--- config.mk ---
export PLATFORM = sky130hd
export DESIGN_NAME = dma_irq_coalesce
export DESIGN_NICKNAME = d
export VERILOG_FILES = /design/src/rtl/dma_irq_coalesce.sv
export SDC_FILE = /design/constraint.sdc
export NUM_CORES = 1
export LEC_CHECK = 0
export ABC_CLOCK_PERIOD_IN_PS = 1800
export BUFFER_PORTS_ARGS = -buffer_cell sky130_fd_sc_hd__buf_2
export CAP_MARGIN = 25
export CORE_ASPECT_RATIO = 1.75
export CORE_UTILIZATION = 29
export CTS_CLUSTER_SIZE = 10
export DETAILED_ROUTE_END_ITERATION = 16
export PLACE_DENSITY_LB_ADDON = 0.25
export SYNTH_ARGS = -nofsm -noshare
export SYNTH_HDL_FRONTEND = slang
export SYNTH_SLANG_ARGS = --single-unit
--- constraint.sdc ---
create_clock -name clk -period 1.8 [get_ports clk]
set_input_delay 0.09 -clock clk [delete_from_list [all_inputs] [get_ports clk]]
set_output_delay 0.09 -clock clk [all_outputs]
set_load 0.005 [all_outputs]
--- src/rtl/dma_irq_coalesce.sv ---
module dma_irq_coalesce #(
  parameter int CW = 8
) (
  input  logic        clk,
  input  logic        rst_n,
  input  logic        ctrl_wr,
  input  logic [31:0] ctrl_wdata,
  input  logic        stat_wr,
  input  logic [31:0] stat_wdata,
  input  logic        done_i,
  input  logic        start_i,
  input  logic        tick_i,
  output logic [31:0] ctrl_rdata,
  output logic [31:0] stat_rdata,
  output logic        irq
);

  localparam logic [CW-1:0] ONE = CW'(1);

  logic [15:0]   ctrl_lo;
  logic [CW-1:0] thr_q, dly_q, cmp_cnt, dly_cnt;
  logic          tmr_run, rst_pend;
  logic [1:0]    stat_lo;
  logic [2:0]    flags;
  logic          irq_q;

  logic srst, run_go, ioc_hit, tmr_hit, tmr_load;

  assign srst     = ctrl_wr && ctrl_wdata[2];
  assign run_go   = ctrl_wr && ctrl_wdata[0] && !ctrl_wdata[2] && !rst_pend;
  assign ioc_hit  = done_i && !srst && !run_go && cmp_cnt == ONE;
  assign tmr_load = done_i && !srst && dly_q != '0;
  assign tmr_hit  = tick_i && tmr_run && dly_cnt == ONE && !done_i && !srst;

  always_ff @(posedge clk) begin
    if (!rst_n || srst) begin
      ctrl_lo  <= '0;
      thr_q    <= ONE;
      dly_q    <= '0;
    end else if (ctrl_wr) begin
      ctrl_lo  <= ctrl_wdata[15:0];
      thr_q    <= ctrl_wdata[16 +: CW];
      dly_q    <= ctrl_wdata[24 +: CW];
    end
  end

  always_ff @(posedge clk) begin
    if (!rst_n) rst_pend <= 1'b0;
    else        rst_pend <= srst;
  end

  always_ff @(posedge clk) begin
    if (!rst_n || srst)  cmp_cnt <= ONE;
    else if (run_go)     cmp_cnt <= ctrl_wdata[16 +: CW];
    else if (done_i)     cmp_cnt <= (cmp_cnt == ONE) ? thr_q : cmp_cnt - ONE;
    else if (tmr_hit)    cmp_cnt <= thr_q;
  end

  always_ff @(posedge clk) begin
    if (!rst_n || srst) begin
      dly_cnt <= '0;
      tmr_run <= 1'b0;
    end else if (tmr_load) begin
      dly_cnt <= dly_q;
      tmr_run <= 1'b1;
    end else if (tick_i && tmr_run && !done_i) begin
      dly_cnt <= dly_cnt - ONE;
      tmr_run <= dly_cnt != ONE;
    end
  end

  always_ff @(posedge clk) begin
    if (!rst_n || srst) begin
      stat_lo <= 2'b01;
      flags   <= '0;
    end else begin
      if (run_go)       stat_lo <= 2'b00;
      else if (stat_wr) stat_lo <= {stat_wdata[1] && !start_i, stat_wdata[0]};
      else if (start_i) stat_lo[1] <= 1'b0;
      flags <= (flags & ~(stat_wr ? stat_wdata[14:12] : 3'b000))
             | {1'b0, tmr_hit, ioc_hit};
    end
  end

  always_ff @(posedge clk) begin
    if (!rst_n) irq_q <= 1'b0;
    else        irq_q <= |(flags & ctrl_lo[14:12]);
  end

  assign irq        = irq_q;
  assign ctrl_rdata = {dly_cnt, cmp_cnt, ctrl_lo[15:3], rst_pend, ctrl_lo[1:0]};
  assign stat_rdata = {17'd0, flags, 10'd0, stat_lo};

  AST_IOC_RELOAD: assert property (@(posedge clk) disable iff (!rst_n)
    ioc_hit |=> flags[0] && cmp_cnt == $past(thr_q));

  AST_TMR_HOLD: assert property (@(posedge clk) disable iff (!rst_n)
    (!tmr_run && !done_i && !srst) |=> $stable(dly_cnt));

  AST_EXPIRE_STOP: assert property (@(posedge clk) disable iff (!rst_n)
    tmr_hit |=> !tmr_run && dly_cnt == '0 && flags[1]);

  AST_COLLIDE: assert property (@(posedge clk) disable iff (!rst_n)
    (done_i && tick_i && tmr_load && !stat_wr) |=> tmr_run && dly_cnt == $past(dly_q));

  AST_W1C: assert property (@(posedge clk) disable iff (!rst_n)
    (stat_wr && stat_wdata[13] && !tmr_hit) |=> !flags[1]);

  AST_IRQ_SRC: assert property (@(posedge clk) disable iff (!rst_n)
    irq_q |-> $past(flags & ctrl_lo[14:12]) != 3'b000);

  AST_SRST: assert property (@(posedge clk) disable iff (!rst_n)
    srst |=> stat_lo == 2'b01 && rst_pend && !tmr_run);

endmodule

Yosys cells after proc, flatten, opt, wreduce, memory -nomap -nowiden. Cells that the tools add are included.

Output and inout port bits: 65. Bits in registers: 56. Word-level logic and storage cells: 62.

Multiplexer cells: 13. Equality and inequality tests: 3. Reductions and logical operators: 29. Bitwise operators: 4. $add $sub $neg: 2.

Operators by type and width (number): two-way mux 8 bit (6); equality test 8 x 1 -> 1 bit, second input constant (2); subtractor 8 x 1 -> 8 bit, second input constant (2); logical AND 1 bit (14); inequality test 8 x 1 -> 1 bit, second input constant (1); nonzero test 8 bit (1); zero test 1 bit (7); AND 3 bit (2); two-way mux 1 bit (6); nonzero test 2 bit (3); two-way mux 3 bit (1); inverter 3 bit (1); bitwise OR 3 x 2 -> 3 bit (1); nonzero test 3 bit (1); OR reduction 3 bit (1); OR reduction 2 bit (1); logical OR 1 bit (1).

Longest topological paths before layout.
Word-level depth: 7. Gate-level depth with buffers: 8.

Worst setup path after synthesis. Ideal clock, no wire load.

Path type: flip-flop to flip-flop. Start point: register cmp_cnt[0]. End point: register cmp_cnt[2]. Slack: -171 ps. Data arrival time: 1855 ps. Cell stages (with the launch flop): 8. Required time: 1684 ps. Setup time: 116 ps. Path through: dfxtp_1 -> ha_1 -> or3b_2 -> clkbuf_1 -> o21ai_4 -> mux2i_1 -> o211ai_2 -> o211a_1.

Longest elaborated chain between the ends: 4.

Ends and longest elaborated chain: from (decl) (line 21) `logic [CW-1:0] thr_q, dly_q, cmp_cnt, dly_cnt;`; from (signal assigned) (line 54) `else if (run_go) cmp_cnt <= ctrl_wdata[16 +: CW];`; from (signal assigned) (line 55) `else if (done_i) cmp_cnt <= (cmp_cnt == ONE) ? thr_q : cmp_cnt - ONE;`; from (signal assigned) (line 56) `else if (tmr_hit) cmp_cnt <= thr_q;`; subtractor 8 x 1 -> 8 bit / equality test 8 x 1 -> 1 bit (equally long branches) (line 55); two-way mux 8 bit (*) (2 in series) (line 55); two-way mux 8 bit (*) (line 54).

Every way passes the cells marked *; elsewhere a longest branch is shown, timed or not. A chain may end at the register's enable or synchronous reset.

Worst setup path after layout.
Start point: register dly_cnt[2]. End point: register cmp_cnt[6].

Longest elaborated chain between the ends: 5.

Ends and longest elaborated chain: from (decl) (line 21); from (signal assigned) (line 64) `dly_cnt <= dly_q;`; from (signal assigned) (line 67) `dly_cnt <= dly_cnt - ONE;`; equality test 8 x 1 -> 1 bit (line 33) `assign tmr_hit = tick_i && tmr_run && dly_cnt == ONE && !done_i && !srst;`; logical AND 1 bit (3 in series) (line 33); nonzero test 3 bit (no source line).

Every way passes these cells.

==> summary.md <==
| Metric | Value |
|---|---|
| Seq pwr share | `0.450` |
| Register bit total from synthesis | `55` |
| Final nets | `472` |
| Post-DR vias/cell | `between 4 and 5` |
| Register area share after synthesis | `0.4044` |
| WHS Path Cells | `3` |
| Drt wl/cell | `roughly 15 um` |
| Crit path kind | `flop to flop` |
| Worst min path class | `input port to flop` |
| Core area | `0.009094 mm2` |
| Initial DRC Count | `roughly 110` |
| Psw | `around 0.81 mW` |
| Fin Setup TNS | `0 ns` |
| Combinational share of power | `0.189` |
| Synth Instances | `302` |
| Share of flip-flops with an asynchronous set or reset | `0` |
| Yosys cell types | `53` |
| Ranking of synthesized cells by area | `dfxtp_1, mux2i_1, buf_4` |
| Inst Count DP | `around 510` |
| Ys flop type | `dfxtp_1` |
| Dpl hpwl | `around 5.7 mm` |
| Crit. End Element | `flop` |
| PwrDens | `about 840 mW/mm2` |
| Critical Path Max Stage Delay | `roughly 0.56 ns` |
| Root buffer cell | `clkbuf_16` |
| Worst reg2reg setup slack | `about 0.044 ns` |
| Ant diodes | `0` |
| Net Sw Frac | `0.2733` |
| Layout cells sized above 1 | `0.3291` |
| WHS | `around 0.021 ns` |
| First-pass GRT wire length | `roughly 12 mm` |
| Worst-path clk slew | `roughly 0.070 ns` |
| Io pins | `roughly 140` |
| Final WL | `7.611 mm` |
| Status | `completed` |
| Slowest CP cell | `or4_4` |
| Tcrit/Tclk final | `0.9754` |
| Hold worst-path end | `thr_q[0]` |
| Max-slew violation count | `0` |
| Hold path start | `ctrl_wdata[16]` |
| Layout Utilization | `0.3851` |
| Via count | `2476` |
| Worst EP required | `~2.0 ns` |
| Clock skew | `0.005673 ns` |
| ANT nets after route | `0` |
| Cell area after layout | `0.003502 mm2` |
| Worst r2r src | `dly_cnt[2]` |
| Fin crit period | `1.756 ns` |
| Worst r2r dst | `cmp_cnt[6]` |
| Design Power | `2.947 mW` |
| Vias in the first global route | `2369` |
| Clock sinks | `between 50 and 60` |
| Total Routing Usage GR | `0.1605` |
| CTS tree | `done` |
| Die H | `130.2 um` |
| VDD IR max | `approximately 0.00044 V` |
| Max Fclk | `between 500 and 600 MHz` |
| Setup WS post-layout | `0.04421 ns` |
| Mapped Area | `0.002723 mm2` |
| Clk_lat worst skew | `~0.30 ns` |
| Rel. slew slack | `0.6328` |
| Clk buf depth | `2` |
| Final-report hold violation count | `0` |
| DIE WIDTH | `~75 um` |
| Cells along the critical path | `or4_4 -> nor4_4 -> a211o_4 -> o221ai_1 -> a31oi_1` |
| Placed inst area | `0.003291 mm2` |
| Worst-path maximum fanout | `7` |
| Initial antenna violation count | `0` |
| RSZ-0062 raised after global routing | `yes` |
| Worst R2R Path Depth | `5` |
| GPL Wtd Cong | `approximately 0.79` |
| DRC Markers | `0` |
| Drt pass-1 iters | `4` |
| Setup-failing EPs final | `0` |
| GRT overflow | `0` |
| Leakage | `between 1.5 and 2 nW` |
| Mean Syn Cell Area | `between 9 and 10 um2` |
| Startpoint type of the worst setup path | `flop` |
| Area leader, netlist | `dfxtp_1` |
| Site Rows | `46` |
| Largest net degree at the start of global routing | `35` |
| Crit path DAT | `a little under 2 ns` |
| Total CTS buffers | `5` |
| Int Pwr | `2.142 mW` |
| Least-Margin Pin Slew | `between 0.5 and 0.6 ns` |
| Synth top area share | `0.4044` |
| Die ar. | `0.009795 mm2` |
| Clk pwr share | `0.361` |
| Post-synth EDFFs | `0` |
| I/O Buffers | `between 80 and 90` |
| Final non-filler cell total | `about 520` |
| Max_cap viols | `0` |
| Post-Place Worst Slack | `-0.01519 ns` |
| Syn-to-layout area delta | `28.63%` |
| Initial Util | `0.2994` |
| Ys Warns | `0` |
| # H-tree levels | `2` |
[final cells by class]
class,count,area [um2]
Multi-Input combinational cell,222,1448
Fill cell,972,5592
Clock buffer,7,152.6
Sequential cell,55,1107
Inverter,7,26.28
Timing Repair Buffer,106,611.8
Tap cell,120,150.1
Clock inverter,1,6.256
[per-layer routing]
metal | vias up | global-route usage | routed length [um]
met5 | - | 0 | 0
met4 | 0 | 0.07516 | 232
met3 | 14 | 0.03012 | 276
met2 | 80 | 0.2952 | 4145
met1 | 1174 | 0.1708 | 2956
li1 | 1208 | - | -
[power by group through the flow]
stage	logic (mW)	clock network (mW)	registers, mW
global placement	0.532	0	1.35
detailed placement	0.538	0	1.35
finish	0.556	1.06	1.33
CTS	0.554	1.09	1.33
floorplan	0.363	0	1.36
global route	0.618	1.13	1.33
[worst max-delay path by stage]
stage / start / end / slack (ns) / cells after the start
2_1_floorplan: dly_cnt[2] / cmp_cnt[2] / 0.003 / 7
3_3_place_gp: cmp_cnt[2] / cmp_cnt[1] / 0.003 / 6
3_5_place_dp: cmp_cnt[2] / cmp_cnt[1] / -0.02 / 6
4_1_cts: dly_cnt[2] / cmp_cnt[6] / 0.02 / 5
5_1_grt: dly_cnt[2] / cmp_cnt[5] / -0.03 / 5
6_report: dly_cnt[2] / cmp_cnt[6] / 0.04 / 5
[state kept, by name, indices dropped and copies added (netlist names)]
register  flops
thr_q         8
cmp_cnt       8
ctrl_lo      15
dly_q         8
dly_cnt       8
irq           1
stat_lo       2
flags         3
tmr_run       1
rst_pend      1
[layout by cell type, fill, tap and decap left out, drive strengths merged, types with 3 or more instances in the layout]
cell      n
inv       8
o311ai    3
nor4      4
dfxtp    55
nand2    15
nand3     9
o211ai    7
or4       3
o21ai     8
nor3      7
nor2     39
nor2b     3
ha        4
mux2i    34
clkbuf    7
a21oi    15
conb     27
nand2b    3
a31oi    11
buf     105
[worst max-delay path: cells and delay by family (launching register included)]
| family | cells | cell delay [ns] |
|---|---|---|
| simple gates | 2 | 0.81 |
| compound gates | 3 | 0.55 |
| flops | 1 | 0.33 |
[cells by family after synthesis]
group | share of synthesized area
compound gates | 0.1494
xor+xnor | 0.009652
fa+ha+maj | 0.01838
mux | 0.1250
flops | 0.4044
other cells | 0.001377
simple gates | 0.1765
buf+inv | 0.1153
[synth_stat cells (all sizes together), types with 7 or more instances]
cell type / n
a31oi: 11
nor2: 39
inv: 7
o211ai: 7
o21ai: 8
nand2: 15
clkbuf: 12
mux2i: 34
a21oi: 15
nand3: 9
nor3: 7
dfxtp: 55
buf: 33
[what timing repair did]
item / 4_1_cts / 5_1_grt
hold buffers: 1 / 0
endpoints found under the hold margin: 1 / 0
resized for setup: 2 / 3
setup buffers: 1 / 0
setup endpoints to repair: 6 / 9
cloned: 1 / 0
pin swaps: 0 / 2
Note: power is estimated with default switching activity, not from simulation.
